[src/rtl/gport_pkg.sv]
package gport_pkg;

  typedef enum logic [1:0] {
    SEL_DATA = 2'd0,
    SEL_DIR  = 2'd1,
    SEL_PINS = 2'd2,
    SEL_NONE = 2'd3
  } rdSel_e;

  typedef struct packed {
    logic wrData;
    logic wrDir;
    logic clearRegs;
    logic holdAll;
  } portStrobe_t;

endpackage

[src/rtl/gport_ctrl.sv]
module gport_ctrl
  import gport_pkg::*;
#(
  parameter int ADDR_W    = 2,
  parameter int DATA_ADDR = 0,
  parameter int DIR_ADDR  = 1,
  parameter int PIN_ADDR  = 2
) (
  input  logic              clk,
  input  logic              rst_n,
  input  logic              hwStandby,
  input  logic              swStandby,
  input  logic              busWr,
  input  logic [ADDR_W-1:0] busAddr,
  output portStrobe_t       strobe,
  output rdSel_e            rdSel
);

  localparam logic [ADDR_W-1:0] A_DATA = ADDR_W'(DATA_ADDR);
  localparam logic [ADDR_W-1:0] A_DIR  = ADDR_W'(DIR_ADDR);
  localparam logic [ADDR_W-1:0] A_PIN  = ADDR_W'(PIN_ADDR);

  logic busLive;

  // Hardware standby takes precedence: it clears and never freezes.
  assign busLive = busWr && !hwStandby && !swStandby;

  always_comb begin
    strobe.clearRegs = hwStandby;
    strobe.holdAll   = swStandby && !hwStandby;
    strobe.wrData    = busLive && (busAddr == A_DATA);
    strobe.wrDir     = busLive && (busAddr == A_DIR);
  end

  always_comb begin
    if (busAddr == A_DATA)     rdSel = SEL_DATA;
    else if (busAddr == A_DIR) rdSel = SEL_DIR;
    else if (busAddr == A_PIN) rdSel = SEL_PINS;
    else                       rdSel = SEL_NONE;
  end

  AST_NO_STANDBY_WRITE: assert property (@(posedge clk) disable iff (!rst_n)
    (hwStandby || swStandby) |-> !(strobe.wrData || strobe.wrDir));
  AST_HW_PRIORITY: assert property (@(posedge clk) disable iff (!rst_n)
    (hwStandby && swStandby) |-> (strobe.clearRegs && !strobe.holdAll));
  AST_NO_STRAY_WRITE: assert property (@(posedge clk) disable iff (!rst_n)
    (busAddr != A_DATA && busAddr != A_DIR) |-> !(strobe.wrData || strobe.wrDir));
  AST_ONE_TARGET: assert property (@(posedge clk) disable iff (!rst_n)
    $onehot0({strobe.wrData, strobe.wrDir}));

endmodule

[src/rtl/gport_datapath.sv]
module gport_datapath
  import gport_pkg::*;
#(
  parameter int WIDTH       = 8,
  parameter int SYNC_STAGES = 2
) (
  input  logic             clk,
  input  logic             rst_n,
  input  portStrobe_t      strobe,
  input  rdSel_e           rdSel,
  input  logic [WIDTH-1:0] wrData,
  input  logic [WIDTH-1:0] pinIn,
  output logic [WIDTH-1:0] pinOut,
  output logic [WIDTH-1:0] pinOe,
  output logic [WIDTH-1:0] rdData
);

  localparam int LAST = SYNC_STAGES - 1;

  logic [WIDTH-1:0] dataQ;
  logic [WIDTH-1:0] dirQ;
  logic [WIDTH-1:0] syncQ [SYNC_STAGES];
  logic [WIDTH-1:0] pinView;
  logic [WIDTH-1:0] rdNext;
  logic [WIDTH-1:0] rdQ;

  always_ff @(posedge clk or negedge rst_n) begin
    if (!rst_n) begin
      dataQ <= '0;
      dirQ  <= '0;
    end else if (strobe.clearRegs) begin
      dataQ <= '0;
      dirQ  <= '0;
    end else if (!strobe.holdAll) begin
      if (strobe.wrData) dataQ <= wrData;
      if (strobe.wrDir)  dirQ  <= wrData;
    end
  end

  always_ff @(posedge clk or negedge rst_n) begin
    if (!rst_n) begin
      for (int s = 0; s < SYNC_STAGES; s++) syncQ[s] <= '0;
    end else if (!strobe.holdAll) begin
      syncQ[0] <= pinIn;
      for (int s = 1; s < SYNC_STAGES; s++) syncQ[s] <= syncQ[s-1];
    end
  end

  for (genvar b = 0; b < WIDTH; b++) begin : g_bit
    assign pinView[b] = dirQ[b] ? dataQ[b] : syncQ[LAST][b];
  end

  always_comb begin
    unique case (rdSel)
      SEL_DATA: rdNext = dataQ;
      SEL_PINS: rdNext = pinView;
      default:  rdNext = '0;
    endcase
  end

  always_ff @(posedge clk or negedge rst_n) begin
    if (!rst_n) rdQ <= '0;
    else        rdQ <= rdNext;
  end

  assign pinOut = dataQ;
  assign pinOe  = dirQ;
  assign rdData = rdQ;

  AST_HW_CLEARS: assert property (@(posedge clk) disable iff (!rst_n)
    strobe.clearRegs |=> (dataQ == '0 && dirQ == '0));
  AST_SW_HOLDS_REGS: assert property (@(posedge clk) disable iff (!rst_n)
    strobe.holdAll |=> ($stable(dataQ) && $stable(dirQ)));
  AST_SW_HOLDS_SYNC: assert property (@(posedge clk) disable iff (!rst_n)
    strobe.holdAll |=> $stable(syncQ[LAST]));
  AST_DIR_READS_ZERO: assert property (@(posedge clk) disable iff (!rst_n)
    (rdSel == SEL_DIR) |=> (rdData == '0));
  AST_DATA_READBACK: assert property (@(posedge clk) disable iff (!rst_n)
    (rdSel == SEL_DATA && !strobe.clearRegs) |=> (rdData == $past(dataQ)));
  AST_UNMAPPED_ZERO: assert property (@(posedge clk) disable iff (!rst_n)
    (rdSel == SEL_NONE) |=> (rdData == '0));

endmodule

[src/rtl/gport_top.sv]
module gport_top
  import gport_pkg::*;
#(
  parameter int WIDTH       = 8,
  parameter int ADDR_W      = 2,
  parameter int SYNC_STAGES = 2
) (
  input  logic              clk,
  input  logic              rst_n,
  input  logic              hwStandby,
  input  logic              swStandby,
  input  logic              busWr,
  input  logic [ADDR_W-1:0] busAddr,
  input  logic [WIDTH-1:0]  busWrData,
  output logic [WIDTH-1:0]  busRdData,
  input  logic [WIDTH-1:0]  pinIn,
  output logic [WIDTH-1:0]  pinOut,
  output logic [WIDTH-1:0]  pinOe
);

  portStrobe_t strobe;
  rdSel_e      rdSel;

  gport_ctrl #(
    .ADDR_W(ADDR_W), .DATA_ADDR(0), .DIR_ADDR(1), .PIN_ADDR(2)
  ) u_ctrl (
    .clk(clk), .rst_n(rst_n), .hwStandby(hwStandby), .swStandby(swStandby),
    .busWr(busWr), .busAddr(busAddr), .strobe(strobe), .rdSel(rdSel)
  );

  gport_datapath #(
    .WIDTH(WIDTH), .SYNC_STAGES(SYNC_STAGES)
  ) u_dp (
    .clk(clk), .rst_n(rst_n), .strobe(strobe), .rdSel(rdSel),
    .wrData(busWrData), .pinIn(pinIn), .pinOut(pinOut), .pinOe(pinOe),
    .rdData(busRdData)
  );

endmodule

[config.mk]
export PLATFORM = sky130hd
export DESIGN_NAME = gport_top
export DESIGN_NICKNAME = d
export VERILOG_FILES = /design/src/rtl/gport_pkg.sv /design/src/rtl/gport_ctrl.sv /design/src/rtl/gport_datapath.sv /design/src/rtl/gport_top.sv
export SDC_FILE = /design/constraint.sdc
export NUM_CORES = 1
export LEC_CHECK = 0
export ABC_AREA = 1
export BUFFER_PORTS_ARGS = -buffer_cell sky130_fd_sc_hd__buf_2
export CAP_MARGIN = 20
export CELL_PAD_IN_SITES_DETAIL_PLACEMENT = 0
export CELL_PAD_IN_SITES_GLOBAL_PLACEMENT = 1
export CORE_ASPECT_RATIO = 0.9
export CORE_MARGIN = 3
export CORE_UTILIZATION = 34
export CTS_CLUSTER_DIAMETER = 150
export DETAILED_ROUTE_END_ITERATION = 7
export PLACE_DENSITY = 0.76
export SYNTH_ARGS = -nofsm -noshare
export SYNTH_HDL_FRONTEND = slang
export SYNTH_HIERARCHICAL = 1
export SYNTH_SLANG_ARGS = --single-unit
export TNS_END_PERCENT = 20
[constraint.sdc]
create_clock -name clk -period 0.8 [get_ports clk]
set_input_delay 0.08 -clock clk [delete_from_list [all_inputs] [get_ports clk]]
set_output_delay 0.08 -clock clk [all_outputs]
set_load 0.01 [all_outputs]
## Word-level counts from Yosys, hierarchy flattened

Index checks and enable logic that the tools add are counted.

- Flip-flop bits (word level): 40
- Word-level logic and storage cells: 40

- Equal/unequal tests: 4
- Mux-type cells: 18
- Reductions and logical operators: 13

Operators by type and width:

| kind | number |
|---|---|
| 8-bit two-way mux | 6 |
| 8-bit one-hot mux with 2 select lines | 1 |
| 1-bit two-way mux | 9 |
| 1-bit logical AND | 5 |
| 2-bit equality test (second input constant) | 2 |
| 2-bit logical NOT | 2 |
| 2-bit two-way mux | 2 |
| 2-bit AND reduction | 2 |
| 2-bit nonzero test | 2 |
| 2-bit by 1-bit equality test with 1-bit output (second input constant) | 1 |
| 1-bit logical NOT | 2 |
| 2-bit inequality test (second input constant) | 1 |

## Longest topological paths before layout

- Word-level depth: 7
- Gate-level depth with buffers: 7
- Mapped depth without buffers: 7

## Modules after synthesis

Netlist, hierarchy kept.

By module, submodules not included:

| module | instances | cells an instance | area each (sq um) |
|---|---|---|---|
| gport_datapath | 1 | 213 | 1735.4 |
| gport_ctrl | 1 | 12 | 52.6 |

## Least setup slack after synthesis

Ideal clock, no wire load.

- Path type: input port to flip-flop
- Start point: input port swStandby
- End point: register u_dp/syncQ[10] in the netlist's numbering
- Library setup time: 130 ps
- Arrival: 783 ps
- Path slack: -112 ps
- Stages: 6
- Buffers on the path: 1
- Cell sequence: inv_1 nor2_1 inv_2 buf_6 nand2_1 o21ai_0

RTL lines:

| what | RTL line | text |
|---|---|---|
| from (decl) | gport_top.sv:11 | `input logic swStandby,` |
| to (decl) | gport_datapath.sv:22 | `logic [WIDTH-1:0] syncQ [SYNC_STAGES];` |

## Final worst setup path

- Start point: register u_dp.dirQ[0], in the netlist u_dp/pinOe[0]
- End point: output port pinOe[0]

RTL lines:

| what | RTL line | text |
|---|---|---|
| from (decl) | gport_datapath.sv:21 | `logic [WIDTH-1:0] dirQ;` |
| from (signal assigned) | gport_datapath.sv:36 | `if (strobe.wrDir) dirQ <= wrData;` |
| to (decl) | gport_top.sv:18 | `output logic [WIDTH-1:0] pinOe` |

No word-level cell between the ends.

==> results by group <==
Die
  • Top-Level Pins: 47
  • Initial Utilization: 36.1%
  • Height of the die: 74.8 µm
  • Rows: 24
  • Die area: between 6000 and 7000 µm²
  • Core footprint: a little under 5000 µm²
  • Die W: 82.4 µm

Pwr
  • P_leak: between 1 and 1.5 nW
  • Maximum vdd drop: roughly 0.73 mV
  • Sw power: 1.02 mW
  • Power Dens Cells: 1850 nW/µm²
  • Seq pwr share: ~50%
  • Switch share: 23.0%
  • Power share of the clock group: 40.4%
  • Gate power share: 10.8%
  • Internal power: 3.43 mW

Timing
  • Hold Fails Final Rpt: 1
  • Setup-failing EPs final: 28
  • Worst hold margin: -2.03 ps
  • Skew final: between 6 and 7 ps
  • Fin. max-slew vios: 0
  • Final worst path period need: 945 ps
  • Crit share post-route: 118%
  • Worst-margin pin slew: 434 ps
  • RSZ-0062 raised after global routing: true
  • Rel. slew slack: 71.0%
  • Highest Clock Rate: about 1100 MHz
  • Fin worst setup slack: -145 ps

Synthesis
  • Top cells by count, synth: nand2_1, dfrtp_1, inv_1, nand3_1, o21ai_0
  • Net count after synthesis: approximately 250
  • Count leader, synth: nand2_1
  • Netlist cell types: 15
  • Sequential element share of the synthesized area: 56.0%
  • Post-synthesis cell count: 225
  • Synth Flop Type: dfrtp_1
  • Yosys top cell area share: between 50% and 60%
  • Synth async-reset ratio: 100%
  • Synth Warn #: 6
  • Leading area contributor after synthesis: dfrtp_1
  • #FFs+latches synth: 40
  • Avg Synthesized Cell Area: ~7.9 µm²
  • Top cells by area, synth: dfrtp_1, nand2_1, inv_1
  • Cell Area, Synth: 1790 µm²
  • EDFF count, synth: 0

Drt
  • Vias: about 1600
  • Wire length per cell: 11.9 µm
  • ANT nets after route: 0
  • Vias/cell: 4.39
  • DRT Pass-1 Iters: 4
  • Iteration-0 DRC count of the detailed router: 122
  • # DRC: 0
  • Routed WL: approximately 4300 µm

Clock tree
  • CTS tree: built
  • Clock Root Buffer: clkbuf_8
  • Worst-Skew Late Latency: 290 ps
  • Clk pin slew, worst setup/hold paths: 80 ps
  • Clock Path Buffers: 2
  • Clock sinks: 40
  • H-tree depth: 2
  • CTS Buf Count: 5

Placement
  • Detailed placement HPWL: 3050 µm
  • Post-place instance area: 2140 µm²
  • Final Wtd Congestion: 0.761
  • Number of port buffers: 46

Global route
  • Largest net degree at the start of global routing: 25
  • Total grt overflow: 0
  • Vias in the first global route: roughly 1500
  • GRT Resource Usage Total: 15.3%
  • First-pass GRT wire length: 6890 µm
  • Antenna violations before repair: 0

Status
  • Failing checks: negative hold slack, negative setup slack
  • Status: finished with violations

Hold path
  • Hold/Removal Path Class: input pin to flip-flop

Worst setup path
  • Crit path kind: flip-flop to output pin
  • CP arrival: 870 ps
  • Critical Path Max Stage Delay: 420 ps
  • Worst setup EP type: output pin
  • Delay-heaviest family, CP: flip-flops
  • Req. time, crit path: 720 ps
  • Buf/Inv on CP: 1
  • CP Cell Sequence: buf_2
  • Crit-path slowest cell: dfrtp_1
  • Startpoint types: flip-flop
  • Critical-path maximum fanout: 4

Layout
  • Fillcell total: approximately 530
  • Final Instance Area: approximately 2400 µm²
  • Final #Nets: ~320
  • Area growth, synth to finish: 35.0%
  • Share of layout cells above drive strength 1: 27.7%
  • Diodes inserted: 0

Run
  • Max-cap violation count: 0
==> final timing paths <==
path                                            startpoint                    endpoint  slack, ps  cells past startpoint
worst max-delay path             u_dp/pinOe[0]$_DFFE_PN0P_                    pinOe[0]       -150                      1
worst min-delay path                              pinIn[4]  u_dp/syncQ[12]$_DFFE_PN0N_         -2                      3
worst max register to register  u_dp/pinOut[2]$_DFFE_PN0P_    u_dp/rdData[2]$_DFF_PN0_        -50                      5
worst min register to register   u_dp/syncQ[2]$_DFFE_PN0N_   u_dp/syncQ[2]$_DFFE_PN0N_        490                      2
max in group asynchronous                            rst_n   u_dp/pinOe[5]$_DFFE_PN0P_        200                      3
min in group asynchronous                            rst_n  u_dp/syncQ[13]$_DFFE_PN0N_        180                      2
==> power by group through the flow <==
stage	clock network (mW)	logic [mW]	registers, mW
after floorplan	0	0.227	2.22
after global placement	0	0.442	2.22
after detailed placement	0	0.452	2.22
after CTS	1.84	0.486	2.18
after global routing	1.93	0.557	2.19
final	1.80	0.482	2.18
==> kinds of logic (layout without fill, tap and decap cells) <==
kind of cell / Yosys count / after routing / share of synthesized area [%]
and+or+nand+nor: 130 / 130 / 29.5
buffers and inverters: 39 / 110 / 9.66
DFF: 40 / 40 / 56.0
AOI/OAI and AO/OA: 16 / 16 / 4.90
==> layer usage <==
metal | global-route usage (%) | vias up | routed length (µm)
met5 | 0 | - | 0
met2 | 24.2 | 46 | 1970
met1 | 19.9 | 714 | 1970
li1 | - | 819 | -
met3 | 3.95 | 7 | 299
met4 | 6.27 | 0 | 61
==> registers in the layout (all words and copies together) (netlist names) <==
register and count:
u_dp/rdData 8, u_dp/pinOe 8, u_dp/pinOut 8, u_dp/syncQ 16
==> layout by cell type (no fill, tap or decap), types with 2 or more instances in the layout <==
master         Yosys  routed
buf_12             0       2
buf_2              2      46
buf_4              1      14
clkbuf_8           0       7
dfrtp_1           40      40
dlygate4sd3_1      0       8
inv_1             28      28
inv_2              2       2
inv_4              2       2
nand2_1           97      97
nand2_4            2       2
nand3_1           17      17
nor2_1            13       9
nor2_2             0       4
o21ai_0           14      14
o21ai_2            2       2
==> area by class of cell <==
class	instances	area (µm²)	area share, %
flip-flops and latches	40	1000	41.5
multi-input cells	146	624	25.9
repair buffers	70	455	18.9
inverters	32	125	5.18
clock buffers	7	96.3	3.99
well taps	65	81.3	3.37
clock inverters	1	30.0	1.24
==> through the flow <==
stage / std cells / TNS, ps / worst slack (ps) / power, mW / utilization (%)
5_1_grt: 361 / -3960 / -187 / 4.68 / 48.7
3_5_place_dp: 337 / -6350 / -315 / 2.67 / 43.2
2_1_floorplan: 225 / -17.0 / -2.84 / 2.44 / -
4_1_cts: 356 / -3110 / -160 / 4.50 / 47.9
3_3_place_gp: 337 / -5080 / -214 / 2.66 / 43.2
6_report: 361 / -2720 / -145 / 4.46 / 48.7
==> timing repair <==
item | CTS | global route
resized for setup | 0 | 2
endpoints found under the setup margin | 24 | 35
buffers inserted | 3 | 5
hold endpoints to repair | 47 | 0
hold buffers | 8 | 0
No activity file was read; power rests on OpenSTA's default activity.
